==> config.mk <==
export PLATFORM = sky130hd
export DESIGN_NAME = gpio_irq_detect
export DESIGN_NICKNAME = d
export VERILOG_FILES = /design/src/rtl/gpio_irq_pkg.sv /design/src/rtl/gpio_sync_2ff.sv /design/src/rtl/gpio_evt_detect.sv /design/src/rtl/gpio_bank_regs.sv /design/src/rtl/gpio_irq_detect.sv
export SDC_FILE = /design/constraint.sdc
export NUM_CORES = 1
export LEC_CHECK = 0
export ABC_AREA = 1
export BUFFER_PORTS_ARGS = -buffer_cell sky130_fd_sc_hd__buf_4
export CAP_MARGIN = 10
export CELL_PAD_IN_SITES_DETAIL_PLACEMENT = 1
export CELL_PAD_IN_SITES_GLOBAL_PLACEMENT = 2
export CORE_MARGIN = 5
export CORE_UTILIZATION = 32
export DETAILED_ROUTE_END_ITERATION = 6
export GPL_TIMING_DRIVEN = 1
export PLACE_DENSITY_LB_ADDON = 0.1
export RECOVER_POWER = 25
export SLEW_MARGIN = 20
export SYNTH_ARGS = -nofsm -noshare
export SYNTH_HDL_FRONTEND = slang
export SYNTH_SLANG_ARGS = --single-unit
==> constraint.sdc <==
create_clock -name clk -period 1.9 [get_ports clk]
set_input_delay 0.285 -clock clk [delete_from_list [all_inputs] [get_ports clk]]
set_output_delay 0.285 -clock clk [all_outputs]
set_load 0.05 [all_outputs]
==> src/rtl/gpio_irq_pkg.sv <==
package gpio_irq_pkg;

  localparam int unsigned OFF_W = 3;

  typedef enum logic [OFF_W-1:0] {
    OFF_UNMASK = 3'd0,
    OFF_MASK   = 3'd1,
    OFF_MVIEW  = 3'd2,
    OFF_PEND   = 3'd3,
    OFF_MODE   = 3'd4,
    OFF_POL    = 3'd5,
    OFF_BOTH   = 3'd6,
    OFF_RSVD   = 3'd7
  } reg_off_e;

endpackage

==> src/rtl/gpio_sync_2ff.sv <==
module gpio_sync_2ff #(
  parameter int unsigned W = 32
) (
  input  logic         clk,
  input  logic         rst,
  input  logic [W-1:0] raw_i,
  output logic [W-1:0] sync_o,
  output logic [W-1:0] prev_o
);

  logic [W-1:0] meta_q;
  logic [W-1:0] sync_q;
  logic [W-1:0] prev_q;

  always_ff @(posedge clk) begin
    if (rst) begin
      meta_q <= '0;
      sync_q <= '0;
      prev_q <= '0;
    end else begin
      meta_q <= raw_i;
      sync_q <= meta_q;
      prev_q <= sync_q;
    end
  end

  assign sync_o = sync_q;
  assign prev_o = prev_q;

endmodule

==> src/rtl/gpio_evt_detect.sv <==
module gpio_evt_detect #(
  parameter int unsigned W = 32
) (
  input  logic [W-1:0] cur_i,
  input  logic [W-1:0] prev_i,
  input  logic [W-1:0] mode_i,
  input  logic [W-1:0] pol_i,
  input  logic [W-1:0] both_i,
  output logic [W-1:0] evt_o
);

  genvar gi;
  generate
    for (gi = 0; gi < W; gi++) begin : g_pin
      logic lvl_hit;
      logic edge_any;
      logic edge_hit;
      always_comb begin
        lvl_hit  = (cur_i[gi] == pol_i[gi]);
        edge_any = cur_i[gi] ^ prev_i[gi];
        edge_hit = edge_any & (both_i[gi] | (cur_i[gi] == pol_i[gi]));
        evt_o[gi] = mode_i[gi] ? edge_hit : lvl_hit;
      end
    end
  endgenerate

endmodule

==> src/rtl/gpio_bank_regs.sv <==
module gpio_bank_regs
  import gpio_irq_pkg::*;
#(
  parameter int unsigned W = 32
) (
  input  logic             clk,
  input  logic             rst,
  input  logic             wr_hit_i,
  input  logic [OFF_W-1:0] off_i,
  input  logic [W-1:0]     wdata_i,
  input  logic [W-1:0]     evt_i,
  output logic [W-1:0]     mask_o,
  output logic [W-1:0]     pend_o,
  output logic [W-1:0]     mode_o,
  output logic [W-1:0]     pol_o,
  output logic [W-1:0]     both_o
);

  logic [W-1:0] mask_q, pend_q, mode_q, pol_q, both_q;
  logic on_stb, off_stb, clr_stb, mode_stb, pol_stb, both_stb;
  logic [W-1:0] clr_bits;

  always_comb begin
    on_stb   = wr_hit_i && (off_i == OFF_UNMASK);
    off_stb  = wr_hit_i && (off_i == OFF_MASK);
    clr_stb  = wr_hit_i && (off_i == OFF_PEND);
    mode_stb = wr_hit_i && (off_i == OFF_MODE);
    pol_stb  = wr_hit_i && (off_i == OFF_POL);
    both_stb = wr_hit_i && (off_i == OFF_BOTH);
    clr_bits = clr_stb ? wdata_i : '0;
  end

  always_ff @(posedge clk) begin
    if (rst) begin
      mask_q <= '1;
      pend_q <= '0;
      mode_q <= '0;
      pol_q  <= '0;
      both_q <= '0;
    end else begin
      if (on_stb)        mask_q <= mask_q & ~wdata_i;
      else if (off_stb)  mask_q <= mask_q | wdata_i;
      pend_q <= (pend_q & ~clr_bits) | evt_i;
      if (mode_stb) mode_q <= wdata_i;
      if (pol_stb)  pol_q  <= wdata_i;
      if (both_stb) both_q <= wdata_i;
    end
  end

  assign mask_o = mask_q;
  assign pend_o = pend_q;
  assign mode_o = mode_q;
  assign pol_o  = pol_q;
  assign both_o = both_q;

  AST_UNMASK_SELECTED: assert property (@(posedge clk) disable iff (rst)
    on_stb |=> ((mask_q & $past(wdata_i)) == '0));
  AST_UNMASK_KEEPS: assert property (@(posedge clk) disable iff (rst)
    on_stb |=> ((mask_q & ~$past(wdata_i)) == ($past(mask_q) & ~$past(wdata_i))));
  AST_MASK_SELECTED: assert property (@(posedge clk) disable iff (rst)
    off_stb |=> ((mask_q & $past(wdata_i)) == $past(wdata_i)));
  AST_PEND_CLEARED: assert property (@(posedge clk) disable iff (rst)
    clr_stb |=> ((pend_q & $past(wdata_i) & ~$past(evt_i)) == '0));
  AST_PEND_NEEDS_EVT: assert property (@(posedge clk) disable iff (rst)
    ((pend_q & ~$past(pend_q) & ~$past(evt_i)) == '0));

endmodule

==> src/rtl/gpio_irq_detect.sv <==
module gpio_irq_detect
  import gpio_irq_pkg::*;
#(
  parameter int unsigned NUM_BANKS = 2,
  parameter int unsigned PIN_W     = 32,
  parameter int unsigned BANK_W    = (NUM_BANKS > 1) ? $clog2(NUM_BANKS) : 1,
  parameter int unsigned ADDR_W    = BANK_W + OFF_W
) (
  input  logic                       clk,
  input  logic                       rst,
  input  logic [NUM_BANKS*PIN_W-1:0] pin_i,
  input  logic                       bus_wr,
  input  logic                       bus_rd,
  input  logic [ADDR_W-1:0]          bus_addr,
  input  logic [PIN_W-1:0]           bus_wdata,
  output logic [PIN_W-1:0]           bus_rdata,
  output logic                       irq_o
);

  localparam int unsigned TOTAL_PINS = NUM_BANKS * PIN_W;

  logic [BANK_W-1:0]     bank_sel;
  logic [OFF_W-1:0]      off_sel;
  logic [TOTAL_PINS-1:0] sync_w, prev_w, evt_w;
  logic [TOTAL_PINS-1:0] mask_w, pend_w, mode_w, pol_w, both_w;
  logic [NUM_BANKS-1:0]  bank_active;
  logic [PIN_W-1:0]      rd_mux;
  logic [PIN_W-1:0]      rdata_q;
  logic                  irq_q;

  assign bank_sel = bus_addr[ADDR_W-1:OFF_W];
  assign off_sel  = bus_addr[OFF_W-1:0];

  gpio_sync_2ff #(.W(TOTAL_PINS)) u_sync (
    .clk    (clk),
    .rst    (rst),
    .raw_i  (pin_i),
    .sync_o (sync_w),
    .prev_o (prev_w)
  );

  genvar gb;
  generate
    for (gb = 0; gb < NUM_BANKS; gb++) begin : g_bank
      logic hit;
      assign hit = bus_wr && (bank_sel == BANK_W'(gb));

      gpio_evt_detect #(.W(PIN_W)) u_det (
        .cur_i  (sync_w[gb*PIN_W +: PIN_W]),
        .prev_i (prev_w[gb*PIN_W +: PIN_W]),
        .mode_i (mode_w[gb*PIN_W +: PIN_W]),
        .pol_i  (pol_w[gb*PIN_W +: PIN_W]),
        .both_i (both_w[gb*PIN_W +: PIN_W]),
        .evt_o  (evt_w[gb*PIN_W +: PIN_W])
      );

      gpio_bank_regs #(.W(PIN_W)) u_regs (
        .clk      (clk),
        .rst      (rst),
        .wr_hit_i (hit),
        .off_i    (off_sel),
        .wdata_i  (bus_wdata),
        .evt_i    (evt_w[gb*PIN_W +: PIN_W]),
        .mask_o   (mask_w[gb*PIN_W +: PIN_W]),
        .pend_o   (pend_w[gb*PIN_W +: PIN_W]),
        .mode_o   (mode_w[gb*PIN_W +: PIN_W]),
        .pol_o    (pol_w[gb*PIN_W +: PIN_W]),
        .both_o   (both_w[gb*PIN_W +: PIN_W])
      );

      assign bank_active[gb] = |(pend_w[gb*PIN_W +: PIN_W] & ~mask_w[gb*PIN_W +: PIN_W]);
    end
  endgenerate

  always_comb begin
    rd_mux = '0;
    for (int b = 0; b < NUM_BANKS; b++) begin
      if (bank_sel == BANK_W'(b)) begin
        case (off_sel)
          OFF_MVIEW: rd_mux = mask_w[b*PIN_W +: PIN_W];
          OFF_PEND:  rd_mux = pend_w[b*PIN_W +: PIN_W];
          OFF_MODE:  rd_mux = mode_w[b*PIN_W +: PIN_W];
          OFF_POL:   rd_mux = pol_w[b*PIN_W +: PIN_W];
          OFF_BOTH:  rd_mux = both_w[b*PIN_W +: PIN_W];
          default:   rd_mux = '0;
        endcase
      end
    end
  end

  always_ff @(posedge clk) begin
    if (rst) begin
      rdata_q <= '0;
      irq_q   <= 1'b0;
    end else begin
      if (bus_rd) rdata_q <= rd_mux;
      irq_q <= |bank_active;
    end
  end

  assign bus_rdata = rdata_q;
  assign irq_o     = irq_q;

  AST_IRQ_QUIET_MASKED: assert property (@(posedge clk) disable iff (rst)
    (&$past(mask_w)) |-> !irq_o);
  AST_IRQ_NEEDS_PEND: assert property (@(posedge clk) disable iff (rst)
    ($past(pend_w) == '0) |-> !irq_o);
  AST_RDATA_HOLD: assert property (@(posedge clk) disable iff (rst)
    !$past(bus_rd) |-> $stable(bus_rdata));

endmodule

==> results.json <==
{
  "status": "completed",
  "synthArstFlopShare": 0,
  "pwr-share-comb": 0.096,
  "gr-usage-met2": 0.368,
  "synth_simple_gate_area_frac": 0.209,
  "finalHoldViolCount": 0,
  "synth-compound-area-share": 0.197,
  "rows": 98,
  "synth_xor_area_frac": 0.0151,
  "nFillCells": 8816,
  "synth_mux_area_frac": 0,
  "crit_path_cell_trace": "buf_6 -> inv_1 -> nand3_2 -> clkbuf_2 -> nor2_1 -> nor2_1 -> nand3_1 -> nand3_1 -> a21oi_1",
  "start_util": 0.324,
  "rsz0062_at_grt": "false",
  "dr.pass1.iters": 4,
  "cts-resized-gates": 0,
  "path_class": "input pin to register",
  "min_period_ns": 1.68,
  "reg2reg_depth": 9,
  "ys_warn_count": 0,
  "slowest_delay_ns": 0.73,
  "drtIter0Drc": 1144,
  "vias": 22400,
  "hold_buffers": 92,
  "cts_made_buffers": 67,
  "place_hpwl_um": 55400,
  "place_congestion": 0.785,
  "synth_fa_ha_area_frac": 0,
  "placedInstanceArea_um2": 25700,
  "clock_path_buffers": 3,
  "cp.arrival_ns": 2.15,
  "slowest_stage": "clkbuf_2",
  "ys.flop_type": "dfxtp_1",
  "dieArea_um2": 78200,
  "clock_sinks": 545,
  "chipWidth_um": 280,
  "grt_use_met1": 0.295,
  "seq_power_share": 0.446,
  "hold_class": "input pin to register",
  "core_um2": 71700,
  "power_mw": 27.2,
  "clock_latency_ns": 0.60,
  "grt_pass1_vias": 22800,
  "tightestPinTransition_ns": 0.936,
  "cts-root-buf": "clkbuf_16",
  "die_y_um": 280,
  "area_delta_synth_final_pct": 23.2,
  "via_per_inst": 5.13,
  "fmax_mhz": 596,
  "cts_tree": "built",
  "clkTransAtPathRegs_ns": 0.06,
  "end_kind": "register",
  "swShare": 0.261,
  "htree_levels": 3,
  "maxSlewHeadroom": 0.376,
  "yosysUniqueCellTypes": 27,
  "synth_seq_area_share": 0.469,
  "antenna_found_initial": 3,
  "layout_commonest_cell": "dfxtp_1",
  "cp_max_fo": 23,
  "fin_skew_ns": 0.0156,
  "hold_depth": 3,
  "synth_seq_cells": 545,
  "nets": 3485,
  "drive_gt1_frac": 0.0950,
  "grt_usage": 0.218,
  "dp.cells": 4170,
  "drt.antenna.violating_nets": 0,
  "cap_violations": 0,
  "power.internal_mw": 20.1,
  "port_buffers": 136,
  "final_max_slew_viol_count": 0,
  "tns_ns": 0,
  "netlist_area_um2": 23300,
  "syn_inst": 3210,
  "crit_required_ns": 2.37,
  "clockPowerShare": 0.458,
  "synth-edff-count": 0,
  "final.period_utilization": 0.884,
  "final_cell_mix": "545 x dfxtp_1, 496 x nor2_1, 426 x inv_1, 363 x o21ai_0, 321 x nand2_1",
  "power_density_nw_per_um2": 950,
  "grt_max_degree": 113,
  "synth_top_family_by_area": "simple AND/OR/NAND/NOR gates",
  "routedWlPerCell_um": 20.1,
  "setup_violations": 0,
  "final_area_um2": 28700,
  "netSwitchingPower_mw": 7.09,
  "drc_errors": 0,
  "syn-num-nets": 3314,
  "leakage_nw": 12.8,
  "cts_setup_buffers": 0,
  "startpoint_type": "input pin",
  "grt_use_met3": 0.0278,
  "drt-total-wl_um": 87700,
  "stdcell_count": 4374,
  "overflow": 0,
  "grt_pass1_wl_um": 136000,
  "vdd_ir_drop_max_mv": 0.581,
  "top_usage_layer": "met2",
  "ios": 137,
  "holdWs_ns": 0.0342,
  "syn_area_per_cell_um2": 7.24
}
==> cell type report <==
type                    count  area, um2  share of cell area
clock buffers              96       1950              0.0680
multi-input cells        2004       9820               0.343
inverters                 454       1710              0.0596
flip-flops and latches    545      10900               0.381
repair buffers            309       2950               0.103
diodes                      2       5.00            0.000175
clock inverters            14        136             0.00476
well taps                 950       1190              0.0415
==> cells in the mapped netlist, types with 2 or more instances <==
cell type,number,area [um2]
dfxtp_1,545,10900
nor2_1,497,1870
inv_1,425,1600
o21ai_0,363,1820
nand2_1,322,1210
a21oi_1,320,1600
nand4_1,159,995
clkbuf_1,143,537
nand3_1,140,701
o22ai_1,54,338
a22o_1,52,455
buf_2,42,210
o311ai_0,32,280
xor2_1,30,263
clkinv_1,25,93.8
buf_1,17,63.8
xnor2_1,10,87.6
o21ai_1,9,45.0
buf_4,5,37.5
nor2_4,4,45.0
o2bb2ai_1,4,35.0
inv_2,3,11.3
nand2_2,3,18.8
nand3_2,2,20.0
nor3_1,2,10.0
==> power by group through the flow <==
stage	Combinational (mW)	Clock (mW)	Sequential [mW]
2_1_floorplan	1.30	0	12.4
3_5_place_dp	2.49	0	12.4
6_report	2.61	12.5	12.1
4_1_cts	2.65	12.8	12.1
5_1_grt	2.87	13.3	12.2
3_3_place_gp	2.44	0	12.4
==> per-stage QoR <==
step | worst slack, ns | util
global route | 0.0964 | 0.399
detailed placement | 0.0776 | 0.359
floorplan | 0.434 | -
finish | 0.221 | 0.400
global placement | 0.165 | 0.359
CTS | 0.241 | 0.400
==> worst max-delay path, delay by kind of cell <==
family | cells | cell delay [ns]
AO/OA/AOI/OAI | 1 | 0.08
buffers and inverters | 3 | 1.12
AND/OR/NAND/NOR | 5 | 0.65
==> cells by family (layout without fill, tap and decap cells) <==
group,count (synthesis),count (layout)
other,0,2
AND/OR/NAND/NOR,1130,1130
buffers and inverters,661,873
AO/OA/AOI/OAI,834,834
flip-flops,545,545
XOR/XNOR,40,40
==> per-layer routing <==
metal | vias to the layer above | wire length (um)
met4 | 0 | 2260
li1 | 10900 | -
met3 | 128 | 3510
met1 | 11000 | 40800
met5 | - | 0
met2 | 384 | 41200
==> final timing paths <==
check                          startpoint                           end  slack, ns
max reg2reg                      register              irq_o$_SDFF_PP0_       0.36
min reg2reg  u_sync.meta_q[41]$_SDFF_PP0_  u_sync.sync_o[41]$_SDFF_PP0_       0.40
max                           bus_addr[2]     bus_rdata[9]$_SDFFE_PP0P_       0.22
min                         bus_wdata[14]                      register       0.03
(Power assumes the default switching activity.)
